`src/rtl/cmpcarry_pkg.sv`:
```
package cmpcarry_pkg;
   localparam int OP_W = 3;
   typedef enum logic [OP_W-1:0] {
      OP_ADD    = 3'b000,
      OP_RSUB   = 3'b001,
      OP_CMPS   = 3'b010,
      OP_CMPU   = 3'b011,
      OP_BMATCH = 3'b100
   } alu_op_e;
endpackage

```
`src/rtl/cc_addsub.sv`:
```
module cc_addsub #(
   parameter int DATA_W = 32,
   parameter int SEG_W  = 8,
   parameter bit SPLIT  = 1'b0
) (
   input  logic [DATA_W-1:0] x,
   input  logic [DATA_W-1:0] y,
   input  logic              cin,
   output logic [DATA_W-1:0] sum,
   output logic              cout
);
   localparam int SEGS = DATA_W / SEG_W;

   if (DATA_W % SEG_W != 0) begin : g_bad_seg
      $error("cc_addsub: DATA_W must be a multiple of SEG_W");
   end

   if (SPLIT) begin : g_chain
      logic [SEGS:0] c;
      assign c[0] = cin;
      for (genvar g = 0; g < SEGS; g++) begin : g_seg
         assign {c[g+1], sum[g*SEG_W +: SEG_W]} =
            {1'b0, x[g*SEG_W +: SEG_W]} + {1'b0, y[g*SEG_W +: SEG_W]}
            + {{SEG_W{1'b0}}, c[g]};
      end
      assign cout = c[SEGS];
   end else begin : g_flat
      assign {cout, sum} = {1'b0, x} + {1'b0, y} + {{DATA_W{1'b0}}, cin};
   end
endmodule

```
`src/rtl/cc_order.sv`:
```
module cc_order #(
   parameter int DATA_W = 32
) (
   input  logic              clk,
   input  logic              rst_n,
   input  logic              chk_en,
   input  logic              signed_mode,
   input  logic [DATA_W-1:0] a,
   input  logic [DATA_W-1:0] b,
   input  logic [DATA_W-1:0] diff,
   output logic [DATA_W-1:0] ordered
);
   localparam int MSB = DATA_W - 1;

   if (DATA_W < 2) begin : g_bad_w
      $error("cc_order: DATA_W must be at least 2");
   end

   logic sign_split;
   assign sign_split = a[MSB] ^ b[MSB];

   always_comb begin
      ordered = diff;
      if (sign_split) ordered[MSB] = signed_mode ? b[MSB] : a[MSB];
   end

   AST_SIGNED_ORDER: assert property (@(posedge clk) disable iff (!rst_n)
      chk_en && signed_mode |-> ordered[MSB] == ($signed(b) < $signed(a)));
   AST_UNSIGNED_ORDER: assert property (@(posedge clk) disable iff (!rst_n)
      chk_en && !signed_mode |-> ordered[MSB] == (b < a));
   AST_LOW_BITS_DIFF: assert property (@(posedge clk) disable iff (!rst_n)
      chk_en |-> ordered[MSB-1:0] == (b[MSB-1:0] - a[MSB-1:0]));
endmodule

```
`src/rtl/cc_lanematch.sv`:
```
module cc_lanematch #(
   parameter int DATA_W = 32,
   parameter int LANE_W = 8,
   localparam int LANES = DATA_W / LANE_W,
   localparam int IDX_W = $clog2(LANES + 1)
) (
   input  logic             clk,
   input  logic             rst_n,
   input  logic             chk_en,
   input  logic [DATA_W-1:0] a,
   input  logic [DATA_W-1:0] b,
   output logic [IDX_W-1:0]  idx
);
   if (DATA_W % LANE_W != 0) begin : g_bad_lane
      $error("cc_lanematch: DATA_W must be a multiple of LANE_W");
   end

   // hit[k]: lane k counted from the most significant end
   logic [LANES-1:0] hit;
   for (genvar k = 0; k < LANES; k++) begin : g_lane
      assign hit[k] = a[DATA_W-1-k*LANE_W -: LANE_W] == b[DATA_W-1-k*LANE_W -: LANE_W];
   end

   always_comb begin
      idx = '0;
      for (int k = LANES - 1; k >= 0; k--) begin
         if (hit[k]) idx = IDX_W'(k + 1);
      end
   end

   AST_NOMATCH_ZERO: assert property (@(posedge clk) disable iff (!rst_n)
      chk_en |-> ((idx == '0) == (a[DATA_W-1 -: LANE_W] != b[DATA_W-1 -: LANE_W]
                   && hit == '0)));
   AST_TOP_LANE_FIRST: assert property (@(posedge clk) disable iff (!rst_n)
      chk_en && (a[DATA_W-1 -: LANE_W] == b[DATA_W-1 -: LANE_W]) |-> idx == IDX_W'(1));
endmodule

```
`src/rtl/cc_flags.sv`:
```
module cc_flags (
   input  logic clk,
   input  logic rst_n,
   input  logic wr_en,
   input  logic cout,
   output logic carry,
   output logic copy
);
   always_ff @(posedge clk) begin
      if (!rst_n) begin
         carry <= 1'b0;
         copy  <= 1'b0;
      end else if (wr_en) begin
         carry <= cout;
         copy  <= cout;
      end
   end

   AST_FLAG_WRITE: assert property (@(posedge clk) disable iff (!rst_n)
      wr_en |=> carry == $past(cout) && copy == $past(cout));
   AST_FLAG_HOLD: assert property (@(posedge clk) disable iff (!rst_n)
      !wr_en |=> $stable(carry) && $stable(copy));
endmodule

```
`src/rtl/cmpcarry_alu.sv`:
```
module cmpcarry_alu
   import cmpcarry_pkg::*;
#(
   parameter int DATA_W    = 32,
   parameter int LANE_W    = 8,
   parameter bit SPLIT_ADD = 1'b1
) (
   input  logic              clk,
   input  logic              rst_n,
   input  logic              in_valid,
   input  logic [2:0]        op,
   input  logic              use_carry,
   input  logic              keep_carry,
   input  logic [DATA_W-1:0] opa,
   input  logic [DATA_W-1:0] opb,
   output logic              out_valid,
   output logic [DATA_W-1:0] result,
   output logic              carry_flag,
   output logic              carry_copy
);
   localparam int LANES = DATA_W / LANE_W;
   localparam int IDX_W = $clog2(LANES + 1);

   if (OP_W != 3) begin : g_bad_op
      $error("cmpcarry_alu: op width mismatch with package");
   end

   alu_op_e          op_e;
   logic [DATA_W-1:0] add_x, add_sum, ordered_w, result_d, result_q;
   logic              add_cin, add_cout, is_cmp, is_arith, flag_wr, out_valid_q;
   logic [IDX_W-1:0]  match_idx;

   assign op_e     = alu_op_e'(op);
   assign is_cmp   = (op_e == OP_CMPS) || (op_e == OP_CMPU);
   assign is_arith = (op_e == OP_ADD) || (op_e == OP_RSUB);

   // one shared adder: add uses a, subtracts and compares use ~a
   always_comb begin
      add_x   = (op_e == OP_ADD) ? opa : ~opa;
      add_cin = 1'b1;
      if (is_arith) add_cin = use_carry ? carry_flag : (op_e == OP_RSUB);
   end

   cc_addsub #(.DATA_W(DATA_W), .SEG_W(LANE_W), .SPLIT(SPLIT_ADD)) u_add (
      .x(add_x), .y(opb), .cin(add_cin), .sum(add_sum), .cout(add_cout)
   );

   cc_order #(.DATA_W(DATA_W)) u_order (
      .clk(clk), .rst_n(rst_n), .chk_en(in_valid && is_cmp),
      .signed_mode(op_e == OP_CMPS), .a(opa), .b(opb),
      .diff(add_sum), .ordered(ordered_w)
   );

   cc_lanematch #(.DATA_W(DATA_W), .LANE_W(LANE_W)) u_match (
      .clk(clk), .rst_n(rst_n), .chk_en(in_valid && op_e == OP_BMATCH),
      .a(opa), .b(opb), .idx(match_idx)
   );

   always_comb begin
      unique case (op_e)
         OP_ADD, OP_RSUB: result_d = add_sum;
         OP_CMPS, OP_CMPU: result_d = ordered_w;
         OP_BMATCH: result_d = DATA_W'(match_idx);
         default: result_d = '0;
      endcase
   end

   assign flag_wr = in_valid && is_arith && !keep_carry;

   cc_flags u_flags (
      .clk(clk), .rst_n(rst_n), .wr_en(flag_wr), .cout(add_cout),
      .carry(carry_flag), .copy(carry_copy)
   );

   always_ff @(posedge clk) begin
      if (!rst_n) begin
         out_valid_q <= 1'b0;
         result_q    <= '0;
      end else begin
         out_valid_q <= in_valid;
         if (in_valid) result_q <= result_d;
      end
   end

   assign out_valid = out_valid_q;
   assign result    = result_q;

   AST_LATENCY: assert property (@(posedge clk) disable iff (!rst_n)
      in_valid |=> out_valid);
   AST_NO_SPURIOUS: assert property (@(posedge clk) disable iff (!rst_n)
      !in_valid |=> !out_valid && $stable(result));
   AST_KEEP_FLAGS: assert property (@(posedge clk) disable iff (!rst_n)
      in_valid && keep_carry |=> $stable(carry_flag) && $stable(carry_copy));
   AST_CMP_NOFLAG: assert property (@(posedge clk) disable iff (!rst_n)
      in_valid && !is_arith |=> $stable(carry_flag));
   AST_FLAG_MIRROR: assert property (@(posedge clk) disable iff (!rst_n)
      carry_flag == carry_copy);
   AST_RESET_CLEAR: assert property (@(posedge clk)
      !rst_n |=> !out_valid && !carry_flag && result == '0);
endmodule

```
`config.mk`:
```
export PLATFORM = sky130hd
export DESIGN_NAME = cmpcarry_alu
export DESIGN_NICKNAME = d
export VERILOG_FILES = /design/src/rtl/cmpcarry_pkg.sv /design/src/rtl/cc_addsub.sv /design/src/rtl/cc_order.sv /design/src/rtl/cc_lanematch.sv /design/src/rtl/cc_flags.sv /design/src/rtl/cmpcarry_alu.sv
export SDC_FILE = /design/constraint.sdc
export NUM_CORES = 1
export LEC_CHECK = 0
export CAP_MARGIN = 10
export CORE_ASPECT_RATIO = 0.7
export CORE_MARGIN = 3
export CORE_UTILIZATION = 47
export CTS_CLUSTER_SIZE = 25
export DETAILED_ROUTE_END_ITERATION = 12
export GPL_TIMING_DRIVEN = 0
export PLACE_DENSITY = 0.82
export RECOVER_POWER = 100
export SLEW_MARGIN = 40
export SYNTH_ARGS = -nofsm -noshare
export SYNTH_HDL_FRONTEND = slang
export SYNTH_SLANG_ARGS = --single-unit
```
`constraint.sdc`:
```
create_clock -name clk -period 12.25 [get_ports clk]
set_clock_uncertainty 0.1 [all_clocks]
set_input_delay 2.45 -clock clk [delete_from_list [all_inputs] [get_ports clk]]
set_output_delay 2.45 -clock clk [all_outputs]
set_load 0.05 [all_outputs]
```
* Word level (Yosys, flattened, before mapping)
Cells that the tools add are included.
** Storage, ports and cells
- Word-level logic and storage cells :: 38
- Register bits :: 34
** Operators by class
- Bitwise logic cells :: 2
- Multiplexer cells :: 10
- Add/subtract/negate cells :: 8
- Eq/ne operators :: 8
- Reductions and logical operators :: 7
** Operator list (number)
- $pmux 32 s3 :: 1
- $add 8x8->9 :: 4
- $add 9x1->9 :: 4
- $eq 8x8->1 :: 4
- $mux 32 :: 1
- $not 32->32 :: 1
- $mux 3 :: 4
- $eq 3x2->1 const B :: 2
- $mux 1 :: 4
- $reduce_or 2->1 :: 2
- $eq 3x1->1 const B :: 1
- $eq 3x3->1 const B :: 1
- $logic_not 3->1 :: 1
- $logic_and 1x1->1 :: 2
- $logic_not 1->1 :: 1
- $logic_or 1x1->1 :: 1
- $xor 1x1->1 :: 1

* Logic depth before layout (Yosys ltp)
- Depth in word-level cells :: 9
- Gate-level depth with buffers :: 28

* Modules after synthesis
From an unflattened synthesis, not the netlist that was laid out.
** Unflattened totals
- Cells, all modules :: 425
- Area total of the unflattened synthesis :: 3824.9 um^2
** By module, submodules not included
- cmpcarry_alu :: seq. area each 660.6 um^2, area each 1936.9 um^2, times used 1, cells an instance 190
- cc_addsub :: seq. area each 0.0 um^2, area each 1188.6 um^2, times used 1, cells an instance 148
- cc_lanematch :: seq. area each 0.0 um^2, area each 394.1 um^2, times used 1, cells an instance 47
- cc_order :: seq. area each 0.0 um^2, area each 261.5 um^2, times used 1, cells an instance 36
- cc_flags :: seq. area each 20.0 um^2, area each 43.8 um^2, times used 1, cells an instance 4

* Worst setup path before layout
No wires, ideal clock.
- Path type :: input -> register
- Start :: input op[2]
- End :: register u_flags.copy
- Stages :: 28
- Buffers on the path :: 1
- Data required time :: 12030 ps
- Slack :: 2843 ps
- Setup time :: 120 ps
- Data arrival time :: 9187 ps
- Cell sequence :: nor3_2 > buf_2 > xnor2_1 > fa_1 > fa_1 > a211oi_1 > o21ai_1 > a21oi_1 > o21ai_0 > fa_1 > fa_1 > a211oi_2 > o21ai_1 > a21oi_1 > o21ai_0 > fa_1 > fa_1 > a211oi_2 > o21ai_1 > a21oi_1 > o21ai_0 > fa_1 > fa_1 > a211oi_1 > o21ai_0 > a21o_1 > a211oi_1 > nor2_1
** On the way
- Longest elaborated chain between the ends :: 7
- Elaborated cells between the ends (all ways) :: 16
- Classes of those cells :: 8 x add/sub; 1 x eq/ne; 3 x mux; 4 x reduce/logical
** Ends and longest elaborated chain
- start, declared :: line cmpcarry_alu.sv:11 : input logic [2:0] op,
- $logic_not 3->1 / $eq 3x1->1 (equally long branches) :: line cmpcarry_alu.sv:35, cmpcarry_alu.sv:39, cmpcarry_alu.sv:41
- $mux 32 (tied with other cells) :: line cmpcarry_alu.sv:39 : add_x = (op_e == OP_ADD) ? opa : ~opa;
- $add 8x8->9 / $mux 1 (equally long branches) :: line cc_addsub.sv:23, cmpcarry_alu.sv:41
- $add 9x1->9 (4 in a row) :: line cc_addsub.sv:24 : + {{SEG_W{1'b0}}, c[g]};
- end signal, assigned :: line cc_flags.sv:15 : copy <= cout;
- end, declared :: line cc_flags.sv:7 : output logic copy
Parallel ways exist; a longest one is shown, timed or not.
A chain may end at the register's enable or synchronous reset.

* Worst setup path in the final report
Same ends and word-level chain as after synthesis.

==> impl_metrics.tcl <==
set metrics [dict create \
    yosys.cell_types.count 52 \
    synthFlopType "sky130_fd_sc_hd__dfxtp_1" \
    synth.yosys.seq_area_share_pct 21.23 \
    finalWeightedCongestion 0.8326 \
    critical_path.endpoint_type "flop" \
    pin_count_of_the_biggest_net_entering_global_routing 11 \
    slew_viol_final 0 \
    worstMarginPinSlew_ns 0.8211 \
    worst-r2r-setup-slack_ns 4.59 \
    ioPinCount 107 \
    drive_gt1_share_pct 3.512 \
    netlist_top_cells_area "sky130_fd_sc_hd__dfxtp_1 (21%), sky130_fd_sc_hd__xnor2_1 (16%), sky130_fd_sc_hd__ha_1 (11%)" \
    clk_latency_ns 0.29 \
    netSwitchingPower_uw 162.5 \
    post-route-min-period_ns 11.18 \
    cts_inserted_buffers 5 \
    power_leakage_uw 0.001742 \
    initial_core_util_pct 49.90 \
    post_cts_hold_buffer_count 0 \
    power.share.switching_pct 39.10 \
    wire_per_inst_um 16.77 \
    detail_route.drc_violations 0 \
    path_clk_slew_ns 0.07 \
    async_flop_share_pct 0 \
    detailedPlacementHpwl_um 7767 \
    peakVddDrop_mv 0.04353 \
    clock_tree.buffer_depth 2 \
    max_clock_freq_mhz 89.43 \
    crit_path_frequent_cell "sky130_fd_sc_hd__fa_1" \
    highest_cell_delay_on_the_worst_timing_path_ns 0.71 \
    synthesized_netlist_cell_count 370 \
    critical_path_required_ns 12.33 \
    worst-setup-path-type "primary input to flop" \
    yosysTopAreaCellShare_pct 21.23 \
    syn2layout_area_growth_pct 39.33 \
    die_y_um 75.11 \
    synth_largest_area_cell "sky130_fd_sc_hd__dfxtp_1" \
    run_status "complete, no violations" \
    ys_seq_elements 34 \
    timing.slew.headroom_pct 44.84 \
    cts.repair.resized 0 \
    die_area_um2 7866 \
    postSynthNetCount 478 \
    buffer_cell_driving_the_clock_tree_root "sky130_fd_sc_hd__clkbuf_8" \
    drt_first_iter_violations 202 \
    dieWidth_um 104.7 \
    power.sequential.fraction_pct 29.9 \
    postCtsSetupBuffers 0 \
    antenna-diode-count 0 \
    cp-start-kind "primary input" \
    drt_pass1_iterations 4 \
    rr_startpoint "u_flags.copy" \
    yosys-top-cells-count "sky130_fd_sc_hd__xnor2_1 (57), sky130_fd_sc_hd__dfxtp_1 (34), sky130_fd_sc_hd__ha_1 (28)" \
    cts_tree "yes" \
    synth-edff-count 0 \
    setup_tns_final_ns 0 \
    yosys.cell_count.top_type "sky130_fd_sc_hd__xnor2_1" \
    numPortBuffers 106 \
    timing.hold.worst.class "flop to flop" \
    cell_rows 24 \
    power_report.internal_total_uw 253.2 \
    yosysWarnings 0 \
    max-cap-violations 0 \
    setup_violations 0 \
    critical_path_peak_fanout 10 \
    grt_pass1_wl_um 15740 \
    routed_wirelength_um 9643 \
    synthesis.area_um2 3207 \
    groute.usage.overall_pct 25.13 \
    cts-htree-levels 2 \
    first_global_vias 3206 \
    postRouteAntennaNets 0 \
    cp_slowest_cell "sky130_fd_sc_hd__nor3_1" \
    worst_setup_path_startpoint "op[2]" \
    cp.arrival_ns 11.27 \
    final_nets 591 \
    pwr_density_cell_nw_per_um2 93.04 \
    globalRoute.totalOverflow 0 \
    design.core.area_um2 6426 \
    power.share.combinational_pct 48.8 \
    power.clock.fraction_pct 21.3 \
    hold_viol_final 0 \
    antenna_found_initial 0 \
    final_core_util_pct 69.53 \
    setup_repair_after_global_routing_missed_its_margin "false" \
    min-delay-start "result[23]" \
    syn_area_per_cell_um2 8.667 \
    layout_worst_path_cycle_share_pct 91.28 \
    cts.sink_count 34 \
    dr_total_vias 3188 \
    detailed_route_vias_per_instance 5.544 \
]
-- power by group through the flow --
stage	registers (uW)	logic, uW	clock network [uW]
2_1_floorplan	155	102	0
3_3_place_gp	127	198	0
3_5_place_dp	127	204	0
4_1_cts	125	206	88.3
5_1_grt	125	221	93.0
6_report	124	203	88.6
-- critical path, delay by kind of cell --
kind	cells	cell delay (ns)
adders and majority gates	8	3.54
AOI/OAI and AO/OA	16	3.26
buffers and inverters	2	1.09
and+or+nand+nor	2	0.79
xor gates and xnor gates	1	0.14
-- sequential cells by signal (all words and copies together), names as in the netlist --
name and flops:
u_flags.copy 1, out_valid 1, result 32
-- per-layer routing --
metal | global-route usage, % | routed length (um)
met5 | 0 | 0
met4 | 6.259 | 87
met3 | 7.027 | 890
met2 | 42.57 | 4401
met1 | 32.31 | 4264
-- cell type report --
cell class	instances	area, um2
flip-flops and latches	34	680.7
multi-input cells	312	2422
inverters	10	37.54
fillers	556	1958
clock inverters	1	5.005
repair buffers	106	1061
plain buffers	14	61.31
well taps	91	113.9
clock buffers	7	86.33
-- cells in the final DEF, fill, tap and decap left out, drive strengths merged, types with 3 or more instances in the layout --
cell           instances
a211oi                 8
a21boi                 3
a21o                   5
a21oi                 19
a31oi                  5
and2                   7
and3                   6
buf                    5
clkbuf                16
clkdlybuf4s50         69
dfxtp                 34
dlygate4sd3           37
fa                     8
ha                    28
inv                    9
nand2                 18
nand2b                 8
nand3                 17
nand4                  5
nor2                   5
nor2b                 15
nor3                   3
nor4                   4
o2111ai                6
o21ai                 28
o21bai                 4
o2bb2ai                7
o31ai                  4
xnor2                 57
xor2                  23
-- path summary, 6_finish.rpt --
path / end / cells after the start
setup / recovery: u_flags.copy / 29
hold / removal: result[23] / 2
setup reg to reg: u_flags.copy / 27
hold reg to reg: result[23] / 2
-- kinds of logic (layout without fill, tap and decap cells) --
group | after synthesis | in the layout | share of synthesized area, %
xor gates and xnor gates | 80 | 80 | 21.85
AOI/OAI and AO/OA | 100 | 100 | 20.68
and+or+nand+nor | 95 | 95 | 16.93
adders and majority gates | 36 | 36 | 15.92
buffers and inverters | 24 | 138 | 3.082
DFF | 34 | 34 | 21.23
muxes | 1 | 1 | 0.3121
-- metrics by stage --
| step | cells | cell area [um2] | hold slack [ns] | worst slack (ns) | total power [uW] |
|---|---|---|---|---|---|
| floorplan | 370 | 3207 | 0.5698 | 2.843 | 256.7 |
| global placement | 567 | 4382 | 0.3400 | 1.428 | 325.4 |
| detailed placement | 567 | 4382 | 0.3500 | 1.287 | 331.5 |
| CTS | 575 | 4473 | 0.3702 | 1.527 | 418.5 |
| global route | 575 | 4468 | 0.4322 | 0.4352 | 438.9 |
| finish | 575 | 4468 | 0.3620 | 1.068 | 415.7 |
Note: power is estimated with default switching activity, not from simulation.
